--- config.mk ---
export PLATFORM = sky130hd
export DESIGN_NAME = cache2w_ctrl
export DESIGN_NICKNAME = d
export VERILOG_FILES = /design/src/rtl/cache2w_pkg.sv /design/src/rtl/cache2w_lfsr.sv /design/src/rtl/cache2w_way.sv /design/src/rtl/cache2w_ctrl.sv
export SDC_FILE = /design/constraint.sdc
export NUM_CORES = 2
export LEC_CHECK = 0
export BUFFER_PORTS_ARGS = -buffer_cell sky130_fd_sc_hd__buf_2
export CORE_ASPECT_RATIO = 2
export CORE_MARGIN = 4
export CORE_UTILIZATION = 58
export CTS_CLUSTER_SIZE = 14
export DETAILED_ROUTE_END_ITERATION = 10
export PLACE_DENSITY = 0.79
export SYNTH_ARGS = -nofsm -noshare
export SYNTH_HDL_FRONTEND = slang
export SYNTH_HIERARCHICAL = 1
export SYNTH_SLANG_ARGS = --single-unit
--- constraint.sdc ---
create_clock -name clk -period 6.1 [get_ports clk]
set_input_delay 0.305 -clock clk [delete_from_list [all_inputs] [get_ports clk]]
set_output_delay 0.305 -clock clk [all_outputs]
set_load 0.01 [all_outputs]
--- src/rtl/cache2w_pkg.sv ---
package cache2w_pkg;
    localparam int WORD_W     = 32;
    localparam int LINE_WORDS = 4;
    localparam int OFS_W      = $clog2(LINE_WORDS);

    typedef enum logic [1:0] {
        ST_IDLE,
        ST_FILL,
        ST_BYPASS,
        ST_CLEAR
    } ctl_state_e;
endpackage

--- src/rtl/cache2w_lfsr.sv ---
module cache2w_lfsr #(
    parameter logic [7:0] SEED = 8'h5B
) (
    input  logic clk,
    input  logic rst_n,
    output logic rnd_bit
);
    logic [7:0] state_d, state_q;

    always_comb begin
        state_d = {state_q[6:0], state_q[7] ^ state_q[5] ^ state_q[4] ^ state_q[3]};
    end

    always_ff @(posedge clk) begin
        if (!rst_n) state_q <= (SEED == 8'h00) ? 8'h01 : SEED;
        else        state_q <= state_d;
    end

    assign rnd_bit = state_q[0];

    // the random source must never lock up in the all-zero state
    p_lfsr_alive_r9: assert property (@(posedge clk) disable iff (!rst_n) state_q != 8'h00);
endmodule

--- src/rtl/cache2w_way.sv ---
module cache2w_way
    import cache2w_pkg::*;
#(
    parameter int SETS  = 8,
    parameter int TAG_W = 11,
    localparam int IDX_W = $clog2(SETS)
) (
    input  logic              clk,
    input  logic              rst_n,
    input  logic [IDX_W-1:0]  rd_idx,
    input  logic [OFS_W-1:0]  rd_word,
    output logic [TAG_W-1:0]  rd_tag,
    output logic              rd_valid,
    output logic              rd_lock,
    output logic [WORD_W-1:0] rd_data,
    input  logic              data_we,
    input  logic [IDX_W-1:0]  wr_idx,
    input  logic [OFS_W-1:0]  wr_word,
    input  logic [WORD_W-1:0] wr_data,
    input  logic              meta_we,
    input  logic [TAG_W-1:0]  meta_tag,
    input  logic              meta_lock,
    input  logic              clr_we,
    input  logic [IDX_W-1:0]  clr_idx
);
    localparam int ENTRIES = SETS * LINE_WORDS;

    logic [TAG_W-1:0]  tag_q   [SETS];
    logic [WORD_W-1:0] data_q  [ENTRIES];
    logic [SETS-1:0]   valid_q;
    logic [SETS-1:0]   lock_q;

    always_ff @(posedge clk) begin
        if (!rst_n) begin
            valid_q <= '0;
            lock_q  <= '0;
        end else if (clr_we) begin
            valid_q[clr_idx] <= 1'b0;
            lock_q[clr_idx]  <= 1'b0;
        end else if (meta_we) begin
            valid_q[wr_idx] <= 1'b1;
            lock_q[wr_idx]  <= meta_lock;
        end
    end

    always_ff @(posedge clk) begin
        if (meta_we) tag_q[wr_idx] <= meta_tag;
        if (data_we) data_q[{wr_idx, wr_word}] <= wr_data;
    end

    assign rd_tag   = tag_q[rd_idx];
    assign rd_valid = valid_q[rd_idx];
    assign rd_lock  = lock_q[rd_idx];
    assign rd_data  = data_q[{rd_idx, rd_word}];

    // a valid locked line is never overwritten by a refill
    p_locked_kept_r10: assert property (@(posedge clk) disable iff (!rst_n)
        meta_we |-> !(valid_q[wr_idx] && lock_q[wr_idx]));
    // clearing and refilling never happen in the same cycle
    p_clr_excl_r5: assert property (@(posedge clk) disable iff (!rst_n)
        !(clr_we && (meta_we || data_we)));
endmodule

--- src/rtl/cache2w_ctrl.sv ---
module cache2w_ctrl
    import cache2w_pkg::*;
#(
    parameter int         ADDR_W = 16,
    parameter int         SETS   = 8,
    parameter logic [7:0] SEED   = 8'h5B
) (
    input  logic              clk,
    input  logic              rst_n,
    input  logic              supervisor,
    input  logic              cfg_we,
    input  logic              cfg_disable_wr,
    output logic              cfg_disabled,
    input  logic              inval_req,
    output logic              inval_busy,
    input  logic              cpu_req,
    input  logic [ADDR_W-1:0] cpu_addr,
    input  logic              cpu_lock,
    output logic              cpu_ready,
    output logic              cpu_ack,
    output logic [WORD_W-1:0] cpu_rdata,
    output logic              mem_req,
    output logic [ADDR_W-1:0] mem_addr,
    input  logic              mem_ack,
    input  logic [WORD_W-1:0] mem_rdata
);
    localparam int IDX_W = $clog2(SETS);
    localparam int TAG_W = ADDR_W - IDX_W - OFS_W;
    localparam int WAYS  = 2;

    typedef struct packed {
        ctl_state_e        st;
        logic              dis;
        logic              cleaned;
        logic [IDX_W-1:0]  clr_idx;
        logic [1:0]        cnt;
        logic              way;
        logic              lock;
        logic              ack;
        logic [WORD_W-1:0] rdata;
        logic              mreq;
        logic [ADDR_W-1:0] maddr;
    } ctl_t;

    ctl_t q, d;

    // address fields
    logic [TAG_W-1:0] req_tag, fill_tag;
    logic [IDX_W-1:0] req_idx, fill_idx;
    logic [OFS_W-1:0] req_word, fill_word;
    assign req_tag   = cpu_addr[ADDR_W-1 -: TAG_W];
    assign req_idx   = cpu_addr[OFS_W +: IDX_W];
    assign req_word  = cpu_addr[OFS_W-1:0];
    assign fill_tag  = q.maddr[ADDR_W-1 -: TAG_W];
    assign fill_idx  = q.maddr[OFS_W +: IDX_W];
    assign fill_word = q.maddr[OFS_W-1:0];

    // way storage
    logic [TAG_W-1:0]  rd_tag   [WAYS];
    logic [WORD_W-1:0] rd_data  [WAYS];
    logic [WAYS-1:0]   rd_valid, rd_lock, hit;
    logic              data_we, meta_we, clr_we;
    logic              rnd_bit;

    for (genvar w = 0; w < WAYS; w++) begin : g_way
        cache2w_way #(.SETS(SETS), .TAG_W(TAG_W)) u_way (
            .clk       (clk),
            .rst_n     (rst_n),
            .rd_idx    (req_idx),
            .rd_word   (req_word),
            .rd_tag    (rd_tag[w]),
            .rd_valid  (rd_valid[w]),
            .rd_lock   (rd_lock[w]),
            .rd_data   (rd_data[w]),
            .data_we   (data_we && (q.way == w[0])),
            .wr_idx    (fill_idx),
            .wr_word   (fill_word),
            .wr_data   (mem_rdata),
            .meta_we   (meta_we && (q.way == w[0])),
            .meta_tag  (fill_tag),
            .meta_lock (q.lock),
            .clr_we    (clr_we),
            .clr_idx   (q.clr_idx)
        );
        assign hit[w] = rd_valid[w] && (rd_tag[w] == req_tag);
    end

    cache2w_lfsr #(.SEED(SEED)) u_lfsr (
        .clk     (clk),
        .rst_n   (rst_n),
        .rnd_bit (rnd_bit)
    );

    // victim choice for a miss in the current set
    logic victim_way, victim_ok;
    always_comb begin
        victim_ok  = 1'b1;
        victim_way = 1'b0;
        if (!rd_valid[0])                    victim_way = 1'b0;
        else if (!rd_valid[1])               victim_way = 1'b1;
        else if (rd_lock[0] && rd_lock[1])   victim_ok  = 1'b0;
        else if (rd_lock[0])                 victim_way = 1'b1;
        else if (rd_lock[1])                 victim_way = 1'b0;
        else                                 victim_way = rnd_bit;
    end

    always_comb begin
        d       = q;
        d.ack   = 1'b0;
        data_we = 1'b0;
        meta_we = 1'b0;
        clr_we  = 1'b0;

        if (cfg_we && supervisor) begin
            if (cfg_disable_wr)  d.dis = 1'b1;
            else if (q.cleaned)  d.dis = 1'b0;
        end

        case (q.st)
            ST_IDLE: begin
                if (inval_req && supervisor) begin
                    d.st      = ST_CLEAR;
                    d.clr_idx = '0;
                end else if (cpu_req) begin
                    d.lock  = cpu_lock;
                    d.maddr = cpu_addr;
                    d.cnt   = '0;
                    if (!q.dis && (hit != '0)) begin
                        d.ack   = 1'b1;
                        d.rdata = hit[0] ? rd_data[0] : rd_data[1];
                    end else if (!q.dis && victim_ok) begin
                        d.st   = ST_FILL;
                        d.way  = victim_way;
                        d.mreq = 1'b1;
                    end else begin
                        d.st   = ST_BYPASS;
                        d.mreq = 1'b1;
                    end
                end
            end
            ST_FILL: begin
                if (mem_ack) begin
                    data_we = 1'b1;
                    if (q.cnt == 2'd0) begin
                        d.ack   = 1'b1;
                        d.rdata = mem_rdata;
                    end
                    if (q.cnt == 2'd3) begin
                        meta_we = 1'b1;
                        d.mreq  = 1'b0;
                        d.st    = ST_IDLE;
                    end else begin
                        d.cnt = q.cnt + 2'd1;
                        d.maddr[OFS_W-1:0] = fill_word + OFS_W'(1);
                    end
                end
            end
            ST_BYPASS: begin
                if (mem_ack) begin
                    d.ack   = 1'b1;
                    d.rdata = mem_rdata;
                    d.mreq  = 1'b0;
                    d.st    = ST_IDLE;
                end
            end
            ST_CLEAR: begin
                clr_we = 1'b1;
                if (q.clr_idx == IDX_W'(SETS - 1)) begin
                    d.st      = ST_IDLE;
                    d.cleaned = 1'b1;
                end else begin
                    d.clr_idx = q.clr_idx + IDX_W'(1);
                end
            end
            default: d.st = ST_IDLE;
        endcase
    end

    always_ff @(posedge clk) begin
        if (!rst_n) begin
            q         <= '0;
            q.st      <= ST_IDLE;
            q.dis     <= 1'b1;
        end else begin
            q <= d;
        end
    end

    assign cfg_disabled = q.dis;
    assign inval_busy   = (q.st == ST_CLEAR);
    assign cpu_ready    = (q.st == ST_IDLE);
    assign cpu_ack      = q.ack;
    assign cpu_rdata    = q.rdata;
    assign mem_req      = q.mreq;
    assign mem_addr     = q.maddr;

    // the cache stays disabled until a full invalidation has completed
    p_enable_after_clear_r4: assert property (@(posedge clk) disable iff (!rst_n)
        !q.cleaned |-> cfg_disabled);
    // unprivileged configuration writes leave the flag unchanged
    p_cfg_priv_r3: assert property (@(posedge clk) disable iff (!rst_n)
        (cfg_we && !supervisor) |=> $stable(cfg_disabled));
    // unprivileged invalidate requests never start a clear
    p_inval_priv_r3: assert property (@(posedge clk) disable iff (!rst_n)
        (cpu_ready && inval_req && !supervisor) |=> !inval_busy);
    // a hit makes no external access and answers next cycle
    p_hit_local_r6: assert property (@(posedge clk) disable iff (!rst_n)
        (cpu_ready && cpu_req && !inval_req && !cfg_disabled && (hit != '0)) |=> (!mem_req && cpu_ack));
    // refill words advance by one and wrap inside the line
    p_fill_wrap_r7: assert property (@(posedge clk) disable iff (!rst_n)
        (q.st == ST_FILL && mem_ack && q.cnt != 2'd3) |=>
            (mem_addr[OFS_W-1:0] == $past(mem_addr[OFS_W-1:0]) + OFS_W'(1)) &&
            (mem_addr[ADDR_W-1:OFS_W] == $past(mem_addr[ADDR_W-1:OFS_W])));
    // a disabled cache never allocates
    p_bypass_no_alloc_r2: assert property (@(posedge clk) disable iff (!rst_n)
        (q.st == ST_BYPASS) |-> !meta_we);
    // busy ends only by finishing the walk
    p_clear_done_r5: assert property (@(posedge clk) disable iff (!rst_n)
        $fell(inval_busy) |-> q.cleaned);
endmodule

==> flow_metrics.env <==
export IMPL_clockRootBuffer="clkbuf_16"
export IMPL_track_usage=0.2817
export IMPL_final_common_cell="edfxtp_1"
export IMPL_hp_class="primary input to flip-flop"
export IMPL_synth_cells=5389
export IMPL_synth_nets=5454
export IMPL_syn2layout_area_growth_pct=9.502
export IMPL_overflow=0
export IMPL_ys_warn_count=6
export IMPL_grt_max_degree=115
export IMPL_fillers=10440
export IMPL_final_nets=5601
export IMPL_syn_area_per_cell_um2=17.13
export IMPL_holdWs_ns=0.06598
export IMPL_dp_hpwl_mm=140.3
export IMPL_start_util=0.5853
export IMPL_die_h_um=572.2
export IMPL_critical_path_class="flip-flop to flip-flop"
export IMPL_fin_skew_ns=0.07925
export IMPL_die_area_um2=166000
export IMPL_synth_edff_count=2224
export IMPL_core_um2=157700
export IMPL_ys_seq_area_frac=0.7453
export IMPL_post_route_drc_count=0
export IMPL_grt_antenna_before_repair=14
export IMPL_ant_nets=0
export IMPL_grt_pass1_vias=51370
export IMPL_synth_distinct_cells=64
export IMPL_slew_limit_headroom=0.1072
export IMPL_ys_flop_type="edfxtp_1"
export IMPL_gp_congestion=0.8641
export IMPL_wl_per_cell_um=30.99
export IMPL_finalMaxSlewViolations=0
export IMPL_drtPass1Iterations=6
export IMPL_die_w_um=290.1
export IMPL_io_buffers=109
export IMPL_fmax_ghz=0.2461
export IMPL_hold_violations=0
export IMPL_setup_violations=0
export IMPL_maxCapViolations=0
export IMPL_outcome="complete, no violations"
export IMPL_postLayoutSetupSlackWorst_ns=2.037
export IMPL_peakVddDrop_mv=0.2492
export IMPL_rsz0062_at_grt="false"
export IMPL_place_inst=7395
export IMPL_drt_iter0_markers=6293
export IMPL_cts_sinks=2325
export IMPL_fin_cells=7724
export IMPL_clk_path_buf_depth=4
export IMPL_end_kind="flip-flop"
export IMPL_cts_setup_buffers=0
export IMPL_arrival_ns=4.58
export IMPL_rows=206
export IMPL_layout_drive_gt1_share=0.1293
export IMPL_power_density_nw_per_um2=309.7
export IMPL_post_drt_via_cell_ratio=6.599
export IMPL_grt_pass1_wl_mm=342.8
export IMPL_layout_min_cycle_time_ns=4.063
export IMPL_netlist_area_um2=92320
export IMPL_vias=50970
export IMPL_startpoint_type="flip-flop"
export IMPL_critPathMaxFanout=25
export IMPL_post_route_period_util=0.6661
export IMPL_ys_ff_latch=2325
export IMPL_async_flop_share=0
export IMPL_dpl_worst_slack_ns=1.344
export IMPL_required_ns=6.62
export IMPL_htree_num_levels=4
export IMPL_cts_tree="yes"
export IMPL_clk_latency_ns=0.87
export IMPL_worst_slew_pin_slew_ns=1.339
export IMPL_final_cell_mix="edfxtp_1 (2,224), mux2i_1 (1,025), nand2_1 (261)"
export IMPL_cts_buffers=198
export IMPL_wl_mm=239.3
export IMPL_clkTransAtPathRegs_ns=0.07
export IMPL_io_pins=110
export IMPL_final_setup_tns_ns=0
export IMPL_leakage_nw=34.65
==> sequential cells by signal (all words and copies together), names as in the netlist <==
signal	cells
g_way.u_way/data_q	2048
g_way.u_way/tag_q	176
cpu_rdata	32
g_way.u_way/lock_q	16
g_way.u_way/valid_q	16
mem_addr	16
q	10
u_lfsr/state_q	8
cfg_disabled	1
cpu_ack	1
mem_req	1
==> stage by stage <==
stage / power (mW) / area [um^2] / util
4_1_cts: 31.39 / 101100 / 0.6408
5_1_grt: 32.17 / 101100 / 0.6408
3_5_place_dp: 20.11 / 95250 / 0.6038
3_3_place_gp: 20.06 / 95250 / 0.6038
6_report: 31.31 / 101100 / 0.6409
2_1_floorplan: 19.27 / 92320 / -
==> critical path, cell delays in order, from the launching register on <==
cell,delay (ns)
dfxtp_1,0.33
inv_1,0.08
ha_1,0.36
inv_1,0.17
nor3_1,0.45
nand3_1,0.75
nor2_4,1.19
buf_4,0.34
==> repair_timing <==
| action | 4_1_cts | 5_1_grt |
|---|---|---|
| hold buffers | 21 | 0 |
| endpoints found under the hold margin | 17 | 0 |
| resized for setup | 0 | 0 |
==> where the power goes <==
group / internal, mW / switching (mW)
Sequential: 17.6 / 0.170
Clock: 6.23 / 5.27
Combinational: 0.650 / 1.41
Total: 24.5 / 6.85
==> final timing paths <==
check                                       end  cells past startpoint              start  slack, ns
hold reg to reg               u_lfsr/state_q[3]                      1  u_lfsr/state_q[2]       0.43
hold / removal                          mem_req                      4            cpu_req       0.07
setup / recovery  g_way[0].u_way/data_q[31][24]                      7              q[60]       2.04
setup reg to reg  g_way[0].u_way/data_q[31][24]                      7              q[60]       2.04
==> final cells by class <==
cell class              count  area [um^2]  share of cell area
repair buffers            309         2330             0.02305
clock buffers             286         5505             0.05446
inverters                  12        45.04           0.0004456
flip-flops and latches   2325        68810              0.6806
clock inverters            17        118.9            0.001176
diodes                      5        12.51           0.0001238
multi-input cells        2690        21670              0.2144
well taps                2080         2603             0.02574
==> cell usage after synthesis, types with 42 or more instances <==
master / number / area (um^2)
buf_6: 46 / 518.0
a31oi_1: 65 / 406.6
nand2_1: 261 / 979.7
buf_4: 117 / 878.3
nand3_1: 209 / 1046
clkbuf_1: 83 / 311.6
edfxtp_1: 2224 / 66780
a22o_1: 128 / 1121
mux2i_1: 1025 / 10260
dfxtp_1: 101 / 2022
nor2_1: 132 / 495.5
nor3_1: 71 / 355.3
buf_2: 104 / 520.5
mux4_2: 42 / 945.9
mux2_2: 58 / 653.1
a22oi_1: 224 / 1682
a21oi_1: 241 / 1206
==> metal layers <==
layer / GRT usage / share of wire
met1: 0.3199 / 0.33
met2: 0.5056 / 0.52
met3: 0.04195 / 0.085
met4: 0.1675 / 0.068
met5: 0 / 0.00016
==> cell families (layout without fill, tap and decap cells) <==
logic type	count (synthesis)	in the layout	share of synthesized area
flip-flops	2325	2325	0.7453
multiplexers	1135	1135	0.1313
AO/OA/AOI/OAI	766	766	0.05668
AND/OR/NAND/NOR	756	756	0.03743
buffers and inverters	374	624	0.02583
XOR/XNOR	25	25	0.002372
adder cells (fa/ha/maj)	8	8	0.001084
other	0	5	0
(Power assumes the default switching activity.)
